### src/rtl/sgw_pkg.sv
package sgw_pkg;

   localparam int DESC_ALIGN = 6;

   localparam logic [DESC_ALIGN-1:0] OFF_LINK = 6'h00;
   localparam logic [DESC_ALIGN-1:0] OFF_BUF  = 6'h08;
   localparam logic [DESC_ALIGN-1:0] OFF_CTL  = 6'h18;
   localparam logic [DESC_ALIGN-1:0] OFF_STS  = 6'h1C;

   localparam int FIELD_LEN_W = 26;
   localparam int BIT_SOF     = 27;
   localparam int BIT_EOF     = 26;
   localparam int BIT_CMPL    = 31;
   localparam int BIT_DECE    = 30;
   localparam int BIT_SLVE    = 29;
   localparam int BIT_INTE    = 28;

   typedef enum logic [1:0] {
      RESP_OK   = 2'b00,
      RESP_EXOK = 2'b01,
      RESP_SLV  = 2'b10,
      RESP_DEC  = 2'b11
   } resp_e;

   typedef enum logic [3:0] {
      ST_HALT, ST_IDLE, ST_LINK, ST_BUF, ST_CTL, ST_STS,
      ST_CHK, ST_MOVE, ST_WB, ST_ERR
   } walk_state_e;

   typedef struct packed {
      logic dec;
      logic slv;
      logic intl;
   } errv_t;

endpackage

### src/rtl/sgw_ptr_bank.sv
module sgw_ptr_bank #(
   parameter int HI_W = 26
) (
   input  logic            clk,
   input  logic            rst_n,
   input  logic            cur_ld,
   input  logic [HI_W-1:0] cur_in,
   input  logic            tail_ld,
   input  logic [HI_W-1:0] tail_in,
   input  logic            adv,
   input  logic [HI_W-1:0] adv_in,
   output logic [HI_W-1:0] cur_base,
   output logic            at_tail
);

   logic [HI_W-1:0] cur_q;
   logic [HI_W-1:0] tail_q;

   always_ff @(posedge clk) begin
      if (!rst_n) begin
         cur_q  <= '0;
         tail_q <= '0;
      end else begin
         if (cur_ld)
            cur_q <= cur_in;
         else if (adv)
            cur_q <= adv_in;
         if (tail_ld)
            tail_q <= tail_in;
      end
   end

   assign cur_base = cur_q;
   assign at_tail  = (cur_q == tail_q);

endmodule

### src/rtl/sgw_word_decode.sv
module sgw_word_decode
   import sgw_pkg::*;
#(
   parameter int ADDR_W = 32,
   parameter int WORD_W = 32,
   parameter int LEN_W  = 26
) (
   input  logic [WORD_W-1:0] buf_w,
   input  logic [WORD_W-1:0] ctl_w,
   input  logic [WORD_W-1:0] sts_w,
   output logic [ADDR_W-1:0] buf_addr,
   output logic [LEN_W-1:0]  len,
   output logic              sof,
   output logic              eof,
   output logic              already_done,
   output logic              len_zero
);

   assign len          = ctl_w[LEN_W-1:0];
   assign sof          = ctl_w[BIT_SOF];
   assign eof          = ctl_w[BIT_EOF];
   assign already_done = sts_w[BIT_CMPL];
   assign len_zero     = (len == '0);

   logic unused_fields;

   generate
      if (ADDR_W == WORD_W) begin : g_buf_full
         assign buf_addr = buf_w;
         if (LEN_W < FIELD_LEN_W) begin : g_len_narrow
            assign unused_fields = ^{ctl_w[WORD_W-1:BIT_SOF+1], ctl_w[FIELD_LEN_W-1:LEN_W],
                                     sts_w[BIT_CMPL-1:0]};
         end else begin : g_len_full
            assign unused_fields = ^{ctl_w[WORD_W-1:BIT_SOF+1], sts_w[BIT_CMPL-1:0]};
         end
      end else begin : g_buf_trunc
         assign buf_addr = buf_w[ADDR_W-1:0];
         if (LEN_W < FIELD_LEN_W) begin : g_len_narrow
            assign unused_fields = ^{buf_w[WORD_W-1:ADDR_W], ctl_w[WORD_W-1:BIT_SOF+1],
                                     ctl_w[FIELD_LEN_W-1:LEN_W], sts_w[BIT_CMPL-1:0]};
         end else begin : g_len_full
            assign unused_fields = ^{buf_w[WORD_W-1:ADDR_W], ctl_w[WORD_W-1:BIT_SOF+1],
                                     sts_w[BIT_CMPL-1:0]};
         end
      end
   endgenerate

endmodule

### src/rtl/sgw_status_pack.sv
module sgw_status_pack
   import sgw_pkg::*;
#(
   parameter int WORD_W = 32,
   parameter int LEN_W  = 26
) (
   input  logic [LEN_W-1:0]  count,
   input  logic [1:0]        resp,
   input  logic              zero_len,
   output logic [WORD_W-1:0] word
);

   always_comb begin
      word = '0;
      if (zero_len) begin
         word[BIT_INTE] = 1'b1;
      end else begin
         word[LEN_W-1:0] = count;
         word[BIT_CMPL]  = 1'b1;
         word[BIT_DECE]  = (resp_e'(resp) == RESP_DEC);
         word[BIT_SLVE]  = (resp_e'(resp) == RESP_SLV);
      end
   end

endmodule

### src/rtl/sgw_err_flags.sv
module sgw_err_flags
   import sgw_pkg::*;
(
   input  logic  clk,
   input  logic  rst_n,
   input  errv_t sg_set,
   input  errv_t xf_set,
   output errv_t sg_q,
   output errv_t xf_q
);

   always_ff @(posedge clk) begin
      if (!rst_n) begin
         sg_q <= '0;
         xf_q <= '0;
      end else begin
         sg_q <= sg_q | sg_set;
         xf_q <= xf_q | xf_set;
      end
   end

endmodule

### src/rtl/sgw_walker.sv
module sgw_walker
   import sgw_pkg::*;
#(
   parameter int ADDR_W = 32,
   parameter int WORD_W = 32,
   parameter int LEN_W  = 26
) (
   input  logic              clk,
   input  logic              rst_n,
   input  logic              cyclic_en,
   input  logic              cur_wr,
   input  logic [ADDR_W-1:0] cur_wdata,
   input  logic              tail_wr,
   input  logic [ADDR_W-1:0] tail_wdata,
   output logic              mem_req,
   output logic              mem_we,
   output logic [ADDR_W-1:0] mem_addr,
   output logic [WORD_W-1:0] mem_wdata,
   input  logic              mem_ack,
   input  logic [1:0]        mem_resp,
   input  logic [WORD_W-1:0] mem_rdata,
   output logic              mv_req,
   output logic [ADDR_W-1:0] mv_addr,
   output logic [LEN_W-1:0]  mv_len,
   output logic              mv_sof,
   output logic              mv_eof,
   input  logic              mv_done,
   input  logic [1:0]        mv_resp,
   input  logic [LEN_W-1:0]  mv_count,
   output logic              st_idle,
   output logic              st_halted,
   output logic [2:0]        sg_err,
   output logic [2:0]        xfer_err
);

   localparam int HI_W = ADDR_W - DESC_ALIGN;

   generate
      if (WORD_W != 32) begin : g_bad_word
         $error("sgw_walker: descriptor words must be 32 bits");
      end
      if (ADDR_W <= DESC_ALIGN || ADDR_W > WORD_W) begin : g_bad_addr
         $error("sgw_walker: ADDR_W must exceed the alignment and fit a word");
      end
      if (LEN_W < 1 || LEN_W > FIELD_LEN_W) begin : g_bad_len
         $error("sgw_walker: LEN_W out of range");
      end
   endgenerate

   walk_state_e       state_q, state_d;
   logic [HI_W-1:0]   link_q;
   logic [WORD_W-1:0] buf_q, ctl_q, sts_q, wb_q;
   errv_t             xerr_q;

   logic              cur_ld, tail_ld, adv, cap_wb, wb_zero;
   logic [HI_W-1:0]   cur_base;
   logic              at_tail;
   logic              resp_bad;
   errv_t             sg_set, xf_set, sg_q, xf_q;
   logic [LEN_W-1:0]  dec_len;
   logic              dec_sof, dec_eof, dec_done, dec_zero;
   logic [ADDR_W-1:0] dec_buf;
   logic [WORD_W-1:0] pack_word;
   logic [DESC_ALIGN-1:0] off;
   logic              unused_low;

   assign unused_low = ^{cur_wdata[DESC_ALIGN-1:0], tail_wdata[DESC_ALIGN-1:0]};

   sgw_ptr_bank #(.HI_W(HI_W)) u_ptr (
      .clk      (clk),
      .rst_n    (rst_n),
      .cur_ld   (cur_ld),
      .cur_in   (cur_wdata[ADDR_W-1:DESC_ALIGN]),
      .tail_ld  (tail_ld),
      .tail_in  (tail_wdata[ADDR_W-1:DESC_ALIGN]),
      .adv      (adv),
      .adv_in   (link_q),
      .cur_base (cur_base),
      .at_tail  (at_tail)
   );

   sgw_word_decode #(.ADDR_W(ADDR_W), .WORD_W(WORD_W), .LEN_W(LEN_W)) u_dec (
      .buf_w        (buf_q),
      .ctl_w        (ctl_q),
      .sts_w        (sts_q),
      .buf_addr     (dec_buf),
      .len          (dec_len),
      .sof          (dec_sof),
      .eof          (dec_eof),
      .already_done (dec_done),
      .len_zero     (dec_zero)
   );

   sgw_status_pack #(.WORD_W(WORD_W), .LEN_W(LEN_W)) u_pack (
      .count    (wb_zero ? '0 : mv_count),
      .resp     (wb_zero ? RESP_OK : mv_resp),
      .zero_len (wb_zero),
      .word     (pack_word)
   );

   sgw_err_flags u_err (
      .clk    (clk),
      .rst_n  (rst_n),
      .sg_set (sg_set),
      .xf_set (xf_set),
      .sg_q   (sg_q),
      .xf_q   (xf_q)
   );

   assign resp_bad = (resp_e'(mem_resp) == RESP_SLV) || (resp_e'(mem_resp) == RESP_DEC);

   always_comb begin
      state_d = state_q;
      sg_set  = '0;
      xf_set  = '0;
      adv     = 1'b0;
      cap_wb  = 1'b0;
      wb_zero = 1'b0;
      cur_ld  = cur_wr && (state_q == ST_HALT);
      tail_ld = tail_wr && (state_q != ST_ERR);

      if (mem_req && mem_ack && resp_bad) begin
         sg_set.dec = (resp_e'(mem_resp) == RESP_DEC);
         sg_set.slv = (resp_e'(mem_resp) == RESP_SLV);
      end

      unique case (state_q)
         ST_HALT, ST_IDLE: if (tail_wr) state_d = ST_LINK;
         ST_LINK: if (mem_ack) state_d = resp_bad ? ST_ERR : ST_BUF;
         ST_BUF:  if (mem_ack) state_d = resp_bad ? ST_ERR : ST_CTL;
         ST_CTL:  if (mem_ack) state_d = resp_bad ? ST_ERR : ST_STS;
         ST_STS:  if (mem_ack) state_d = resp_bad ? ST_ERR : ST_CHK;
         ST_CHK: begin
            if (dec_done && !cyclic_en) begin
               sg_set.intl = 1'b1;
               state_d     = ST_ERR;
            end else if (dec_zero) begin
               cap_wb  = 1'b1;
               wb_zero = 1'b1;
               state_d = ST_WB;
            end else begin
               state_d = ST_MOVE;
            end
         end
         ST_MOVE: if (mv_done) begin
            cap_wb  = 1'b1;
            state_d = ST_WB;
         end
         ST_WB: if (mem_ack) begin
            if (resp_bad) begin
               state_d = ST_ERR;
            end else if (xerr_q != '0) begin
               xf_set  = xerr_q;
               state_d = ST_ERR;
            end else begin
               adv     = 1'b1;
               state_d = at_tail ? ST_IDLE : ST_LINK;
            end
         end
         default: state_d = ST_ERR;
      endcase
   end

   always_ff @(posedge clk) begin
      if (!rst_n) begin
         state_q <= ST_HALT;
         link_q  <= '0;
         buf_q   <= '0;
         ctl_q   <= '0;
         sts_q   <= '0;
         wb_q    <= '0;
         xerr_q  <= '0;
      end else begin
         state_q <= state_d;
         if (mem_ack && !resp_bad) begin
            if (state_q == ST_LINK) link_q <= mem_rdata[ADDR_W-1:DESC_ALIGN];
            if (state_q == ST_BUF)  buf_q  <= mem_rdata;
            if (state_q == ST_CTL)  ctl_q  <= mem_rdata;
            if (state_q == ST_STS)  sts_q  <= mem_rdata;
         end
         if (cap_wb) begin
            wb_q        <= pack_word;
            xerr_q.intl <= wb_zero;
            xerr_q.slv  <= !wb_zero && (resp_e'(mv_resp) == RESP_SLV);
            xerr_q.dec  <= !wb_zero && (resp_e'(mv_resp) == RESP_DEC);
         end
      end
   end

   always_comb begin
      unique case (state_q)
         ST_BUF:  off = OFF_BUF;
         ST_CTL:  off = OFF_CTL;
         ST_STS:  off = OFF_STS;
         ST_WB:   off = OFF_STS;
         default: off = OFF_LINK;
      endcase
   end

   assign mem_req   = (state_q == ST_LINK) || (state_q == ST_BUF) || (state_q == ST_CTL) ||
                      (state_q == ST_STS)  || (state_q == ST_WB);
   assign mem_we    = (state_q == ST_WB);
   assign mem_addr  = {cur_base, off};
   assign mem_wdata = wb_q;

   assign mv_req  = (state_q == ST_MOVE);
   assign mv_addr = dec_buf;
   assign mv_len  = dec_len;
   assign mv_sof  = dec_sof;
   assign mv_eof  = dec_eof;

   assign st_idle   = (state_q == ST_IDLE);
   assign st_halted = (state_q == ST_HALT) || (state_q == ST_ERR);
   assign sg_err    = sg_q;
   assign xfer_err  = xf_q;

endmodule

### config.mk
export PLATFORM = sky130hd
export DESIGN_NAME = sgw_walker
export DESIGN_NICKNAME = d
export VERILOG_FILES = /design/src/rtl/sgw_pkg.sv /design/src/rtl/sgw_ptr_bank.sv /design/src/rtl/sgw_word_decode.sv /design/src/rtl/sgw_status_pack.sv /design/src/rtl/sgw_err_flags.sv /design/src/rtl/sgw_walker.sv
export SDC_FILE = /design/constraint.sdc
export NUM_CORES = 1
export LEC_CHECK = 0
export BUFFER_PORTS_ARGS = -buffer_cell sky130_fd_sc_hd__buf_2
export CAP_MARGIN = 15
export CORE_MARGIN = 3
export CORE_UTILIZATION = 25
export CTS_CLUSTER_DIAMETER = 120
export CTS_CLUSTER_SIZE = 20
export DETAILED_ROUTE_END_ITERATION = 6
export REMOVE_ABC_BUFFERS = 1
export SLEW_MARGIN = 20
export SYNTH_ARGS = -nofsm -noshare
export SYNTH_HDL_FRONTEND = slang
export SYNTH_SLANG_ARGS = --single-unit
### constraint.sdc
create_clock -name clk -period 2.7 [get_ports clk]
set_input_delay 0.675 -clock clk [delete_from_list [all_inputs] [get_ports clk]]
set_output_delay 0.675 -clock clk [all_outputs]
set_load 0.01 [all_outputs]
=== Yosys cells after proc, flatten, opt, wreduce, memory -nomap -nowiden ===
Index checks and enable logic that the tools add are counted.

* Output and inout bits: 135
* Register bits: 213

* Reduce and logical (&&, ||, !) cells: 28
* Muxes and demuxes: 40
* Bitwise logic cells: 2
* Equal/unequal tests: 24

{| class="wikitable"
|+ Operators by type and width
! cell !! number
|-
| 2-to-1 mux 26 bit || 3
|-
| 2-to-1 mux 4 bit || 15
|-
| one-hot mux 4 bit (8 select lines) || 1
|-
| == test 26 bit || 1
|-
| logical NOT 26 bit || 1
|-
| == test 4 x 3 -> 1 bit (second input constant) || 4
|-
| 2-to-1 mux 3 bit || 5
|-
| one-hot mux 5 bit (3 select lines) || 1
|-
| == test 2 bit (second input constant) || 6
|-
| 2-to-1 mux 1 bit || 11
|-
| inequality test 2 bit (second input constant) || 5
|-
| == test 4 x 2 -> 1 bit (second input constant) || 2
|-
| == test 4 bit (second input constant) || 2
|-
| logical AND 1 bit || 8
|-
| AND reduction 2 bit || 4
|-
| AND reduction 7 bit || 1
|-
| logical OR 1 bit || 6
|-
| 2-to-1 mux 2 bit || 3
|-
| OR 3 bit || 2
|-
| == test 4 x 1 -> 1 bit (second input constant) || 1
|-
| logical NOT 4 bit || 1
|-
| inequality test 2 x 1 -> 1 bit (second input constant) || 2
|-
| inequality test 4 bit (second input constant) || 1
|-
| OR reduction 2 bit || 2
|-
| other kinds (4) || 6
|}

=== Depth between registers and ports, before layout ===
* Depth after elaboration: 9
* Gate-level depth with buffers: 8

=== Modules after synthesis ===
From an unflattened synthesis, not the netlist that was laid out.

* Cell total of the unflattened synthesis: 1,204
* Area total of the unflattened synthesis: 9,839.4 um^2

{| class="wikitable"
|+ Modules (own cells, without submodules)
! module !! cells an instance !! instances !! area each (um^2)
|-
| sgw_walker || 825 || 1 || 6,347.3
|-
| sgw_ptr_bank || 260 || 1 || 2,484.9
|-
| sgw_word_decode || 71 || 1 || 514.2
|-
| sgw_status_pack || 36 || 1 || 327.8
|-
| sgw_err_flags || 12 || 1 || 165.2
|}

=== Worst setup path before layout ===
Ideal clock, no wire load.

* Path kind: input -> register
* Start: input port mem_resp[1]
* End: register u_ptr.cur_q[21], in the netlist u_ptr.cur_base[21]
* Path buffers: 2
* Arrival time: 2.008 ns
* Library setup time: 0.116 ns
* Setup slack: 0.576 ns
* Cell stages on the path: 6
* Required time: 2.584 ns
* Path through: buf_2 -> or4_1 -> o31ai_4 -> buf_6 -> nand2_1 -> o211a_1

* Word-level cells in the longest chain between the ends: 6

{| class="wikitable"
|+ Ends and longest elaborated chain
! item !! RTL line !! text
|-
| start, declared || sgw_walker.sv:20 || <nowiki>input logic [1:0] mem_resp,</nowiki>
|-
| == test 2 bit || sgw_walker.sv:110 || <nowiki>assign resp_bad = (resp_e'(mem_resp) == RESP_SLV) || (resp_e'(mem_resp) == RESP_DEC);</nowiki>
|-
| logical OR 1 bit (*) || sgw_walker.sv:110 ||
|-
| 2-to-1 mux 1 bit (*) || sgw_walker.sv:150 || <nowiki>if (resp_bad) begin</nowiki>
|-
| 2-to-1 mux 1 bit (*) || sgw_walker.sv:149 || <nowiki>ST_WB: if (mem_ack) begin</nowiki>
|-
| 2-to-1 mux 1 bit (*) || sgw_walker.sv:127 || <nowiki>unique case (state_q)</nowiki>
|-
| nonzero test 2 bit (no source line) (*) || n/a ||
|-
| end signal, assigned || sgw_ptr_bank.sv:25 || <nowiki>cur_q <= cur_in;</nowiki>
|-
| end signal, assigned || sgw_ptr_bank.sv:27 || <nowiki>cur_q <= adv_in;</nowiki>
|-
| end, declared || sgw_ptr_bank.sv:16 || <nowiki>logic [HI_W-1:0] cur_q;</nowiki>
|}

Every way passes the cells marked *; elsewhere a longest branch is shown, timed or not.
A chain may end at the register's enable or synchronous reset.

=== Worst setup path in the final report ===
* Start: register state_q[1]
* End: output port mem_req

* Word-level cells in the longest chain between the ends: 5

{| class="wikitable"
|+ Ends and longest elaborated chain
! item !! RTL line !! text
|-
| start, declared || sgw_walker.sv:50 || <nowiki>walk_state_e state_q, state_d;</nowiki>
|-
| start signal, assigned || sgw_walker.sv:174 || <nowiki>state_q <= state_d;</nowiki>
|-
| == test 4 x 2 -> 1 bit || sgw_walker.sv:200 || <nowiki>assign mem_req = (state_q == ST_LINK) || (state_q == ST_BUF) || (state_q == ST_CTL) ||</nowiki>
|-
| logical OR 1 bit (3 in series) || sgw_walker.sv:200 ||
|-
| logical OR 1 bit (*) || sgw_walker.sv:201 || <nowiki>(state_q == ST_STS) || (state_q == ST_WB);</nowiki>
|-
| end, declared || sgw_walker.sv:15 || <nowiki>output logic mem_req,</nowiki>
|}

Marked as above.

==> impl_metrics.yaml <==
logic_synthesis:
  ys_seq_elements: 181
  synth_area_per_cell_um2: 8.751
  synth_cell_types: 48
  yosysWarningCount: 0
  synth_edf_count: 0
  synth_area_leader_cell: "dfxtp_1"
  ys.flop_type: "dfxtp_1"
  yosysTopAreaCellShare_pct: 46.84
  yosys-top-cells-area: "dfxtp_1 (47%), nand2_1 (13%), a21boi_0 (12%)"
  syn_inst: 884
  syn-cell-area_mm2: 0.007736
  synthArstFlopShare_pct: 0
  ys_seq_area_share_pct: 46.84
grt:
  grtUsageTotal_pct: 14.44
  grt_pass1_vias: 6363
  grt-ovfl-total: 0
  grt_max_degree: 85
  antenna_found_initial: 2
  grt_pass1_wl_um: 37190
timing:
  slew_violations: 0
  period_needed_ps: 2487
  fin_worst_skew_ps: 15.15
  finalCritPeriodShare_pct: 92.11
  setup_tns_ps: 0
  finalHoldViolations: 0
  rsz0062_at_grt: "false"
  setup_slack_ps: 213.0
  finalSetupViolations: 0
  relSlewSlack_pct: 52.90
  worst_pin_slew_ps: 700.1
  clock.fmax_mhz: 402.1
clocking:
  clkTransAtPathRegs_ps: 70
  worstSkewPairLatency_ps: 440
  cts-root-buf: "clkbuf_16"
  cts_tree: "done"
  clk_path_buf_depth: 2
  cts_htree_levels: 4
  holdBufCountCts: 0
  clock-sinks: 181
  cts_made_buffers: 17
floorplan:
  die_h_um: 181.9
  coreArea_mm2: 0.03003
  io_pins: 268
  rows: 63
  floorplan.initialDensity_pct: 25.76
  die-area_mm2: 0.03309
  die_w_um: 181.9
worst_hold_path:
  hold_path_depth: 2
  hold_class: "flop to flop"
  hold_start: "buf_q[23]$_SDFFE_PN0P_"
  hold_path_end: "buf_q[23]$_SDFFE_PN0P_"
worst_setup_path:
  critical_path_class: "flop to output port"
  r2r_cells: 6
  cp_max_fo: 11
  critPathCaptureType: "output port"
  startpoint_type: "flop"
  crit-reg2reg-launch: "ctl_q[13]$_SDFFE_PN0P_"
  worst-r2r-setup-slack_ps: 460
  crit_arrival_ps: 1810
  reg2reg_to: "mem_wdata[2]$_SDFFE_PN0P_"
  crit_required_ps: 2030
place:
  place_congestion: 0.8145
  dp_hpwl_um: 18210
  port_buffers: 250
  pre_cts_slack_ps: 427.3
outcome:
  status: "complete, no violations"
detailed_routing:
  drcViolationCount: 0
  routedWlPerCell_um: 16.35
  viasPerCell: 4.474
  drtPass1Iterations: 5
  ant_nets: 0
  drtIter0Drc: 284
  wl_um: 24690
  vias: 6755
power_and_ir_drop:
  vdd_drop_max_v: 0.0003348
  leakagePower_nw: 4.562
  p_per_area_mw_per_mm2: 655.9
final_layout:
  fin_nets: 1239
  final_layout_size_suffix_gt1_share_pct: 28.06
  synthToLayoutAreaGrowth_pct: 28.34
run:
  drv_cap: 0
[per-layer routing]
metal | global-route usage (%) | wire length, µm | up-vias
met1 | 18.57 | 11180 | 3144
li1 | - | - | 3434
met3 | 3.646 | 1188 | 25
met5 | 0 | 17 | -
met2 | 23.71 | 11800 | 150
met4 | 4.692 | 507 | 2
[sequential cells by signal (all words and copies together), names as in the netlist]
signal / flops
u_ptr.tail_q: 26
u_err.xf_q: 3
link_q: 26
buf_q: 32
ctl_q: 28
mem_wdata: 30
u_ptr.cur_base: 26
state_q: 4
xerr_q: 2
u_err.sg_q: 3
sts_q: 1
[report_power, final]
part / switching, W / internal (W) / total [W] / leakage (nW)
combinational: 0.000629 / 0.000509 / 0.00114 / 2.83
clock: 0.00113 / 0.00129 / 0.00241 / 0.259
sequential: 0.000149 / 0.00281 / 0.00296 / 1.47
total: 0.00190 / 0.00461 / 0.00651 / 4.56
[final cells by class]
type	instances	area [µm²]
Tap cell	390	488.0
Timing Repair Buffer	272	1469
Multi-Input combinational cell	629	3764
Sequential cell	181	3627
Fill cell	3171	20100
Inverter	5	18.77
Clock buffer	19	432.9
Clock inverter	13	126.4
Antenna cell	1	2.502
[cells by family (layout without fill, tap and decap cells)]
group                      Yosys count  in the layout  synth area share [%]
AOI/OAI and AO/OA                  214            214                 21.20
xor gates and xnor gates            28             28                 3.170
adders and majority gates            1              1                0.1294
buffers and inverters               78            309                 5.046
DFF                                181            181                 46.84
muxes                               28             28                 3.623
other                                1              6               0.04847
and+or+nand+nor                    353            353                 19.94
[worst max-delay path: stages (launching register included)]
cell,delay (ps)
dfxtp_2,460
nor2b_1,320
nor2_1,80
o21ai_0,320
buf_2,210
[cell usage after synthesis, drive strengths merged, types with 2 or more instances]
cell type / instances
and4: 2
nor4: 12
nor3: 6
buf: 32
mux2i: 28
and3: 5
a31oi: 2
o21ai: 13
and4b: 2
nor2: 13
clkbuf: 41
nand2: 260
o211a: 27
inv: 5
xor2: 28
a21oi: 9
a22oi: 26
a41oi: 2
a31o: 2
nand4: 2
o31ai: 2
dfxtp: 181
a21boi: 120
nand3: 6
o21a: 4
nand2b: 5
nor2b: 34
[how the worst max path moves through the flow]
stage,startpoint,endpoint,slack (ps)
floorplan,state_q[2]$_SDFFE_PN0P_,u_ptr.cur_base[0]$_SDFFE_PN0P_,-240
global placement,mem_resp[1],u_ptr.cur_base[4]$_SDFFE_PN0P_,460
detailed placement,mem_resp[1],u_ptr.cur_base[11]$_SDFFE_PN0P_,430
CTS,state_q[3]$_SDFFE_PN0P_,mem_req,20
global route,state_q[1]$_SDFFE_PN0P_,mem_req,8
finish,state_q[1]$_SDFFE_PN0P_,mem_req,210
[through the flow]
step | hold WS (ps) | power [W] | cells | area, µm² | utilization [%]
global route | 477.4 | 0.006840 | 1510 | 9928 | 33.06
floorplan | 443.1 | 0.003638 | 815 | 7380 | -
detailed placement | 454.5 | 0.004170 | 1477 | 9358 | 31.16
global placement | 447.1 | 0.004152 | 1477 | 9358 | 31.16
CTS | 464.2 | 0.006615 | 1509 | 9917 | 33.02
finish | 462.1 | 0.006512 | 1510 | 9928 | 33.06
[placed cells by master, fill, tap and decap left out, types with 3 or more instances in the layout]
| cell type | synthesis | routed |
|---|---|---|
| nand2_1 | 260 | 260 |
| buf_2 | 18 | 249 |
| dfxtp_1 | 181 | 178 |
| a21boi_0 | 120 | 120 |
| nor2b_1 | 34 | 34 |
| xor2_1 | 28 | 28 |
| mux2i_1 | 28 | 28 |
| o211a_1 | 27 | 27 |
| a22oi_1 | 26 | 26 |
| buf_4 | 8 | 19 |
| clkbuf_16 | 0 | 17 |
| nor2_1 | 13 | 13 |
| nor4_1 | 12 | 12 |
| o21ai_0 | 11 | 11 |
| a21oi_1 | 9 | 9 |
| nor3_1 | 6 | 6 |
| inv_1 | 5 | 5 |
| and3_1 | 5 | 5 |
| conb_1 | 1 | 5 |
| clkinvlp_4 | 0 | 5 |
| nand2b_1 | 4 | 4 |
| nand3_1 | 6 | 4 |
| o21a_1 | 4 | 4 |
| buf_12 | 0 | 4 |
| dfxtp_2 | 0 | 3 |
[what timing repair did]
| action | in CTS | in global routing |
|---|---|---|
| setup buffers | 0 | 0 |
| hold endpoints to repair | 0 | 0 |
| resized for setup | 0 | 4 |
| endpoints found under the setup margin | 0 | 1 |
Power figures use the tool's default switching activity.
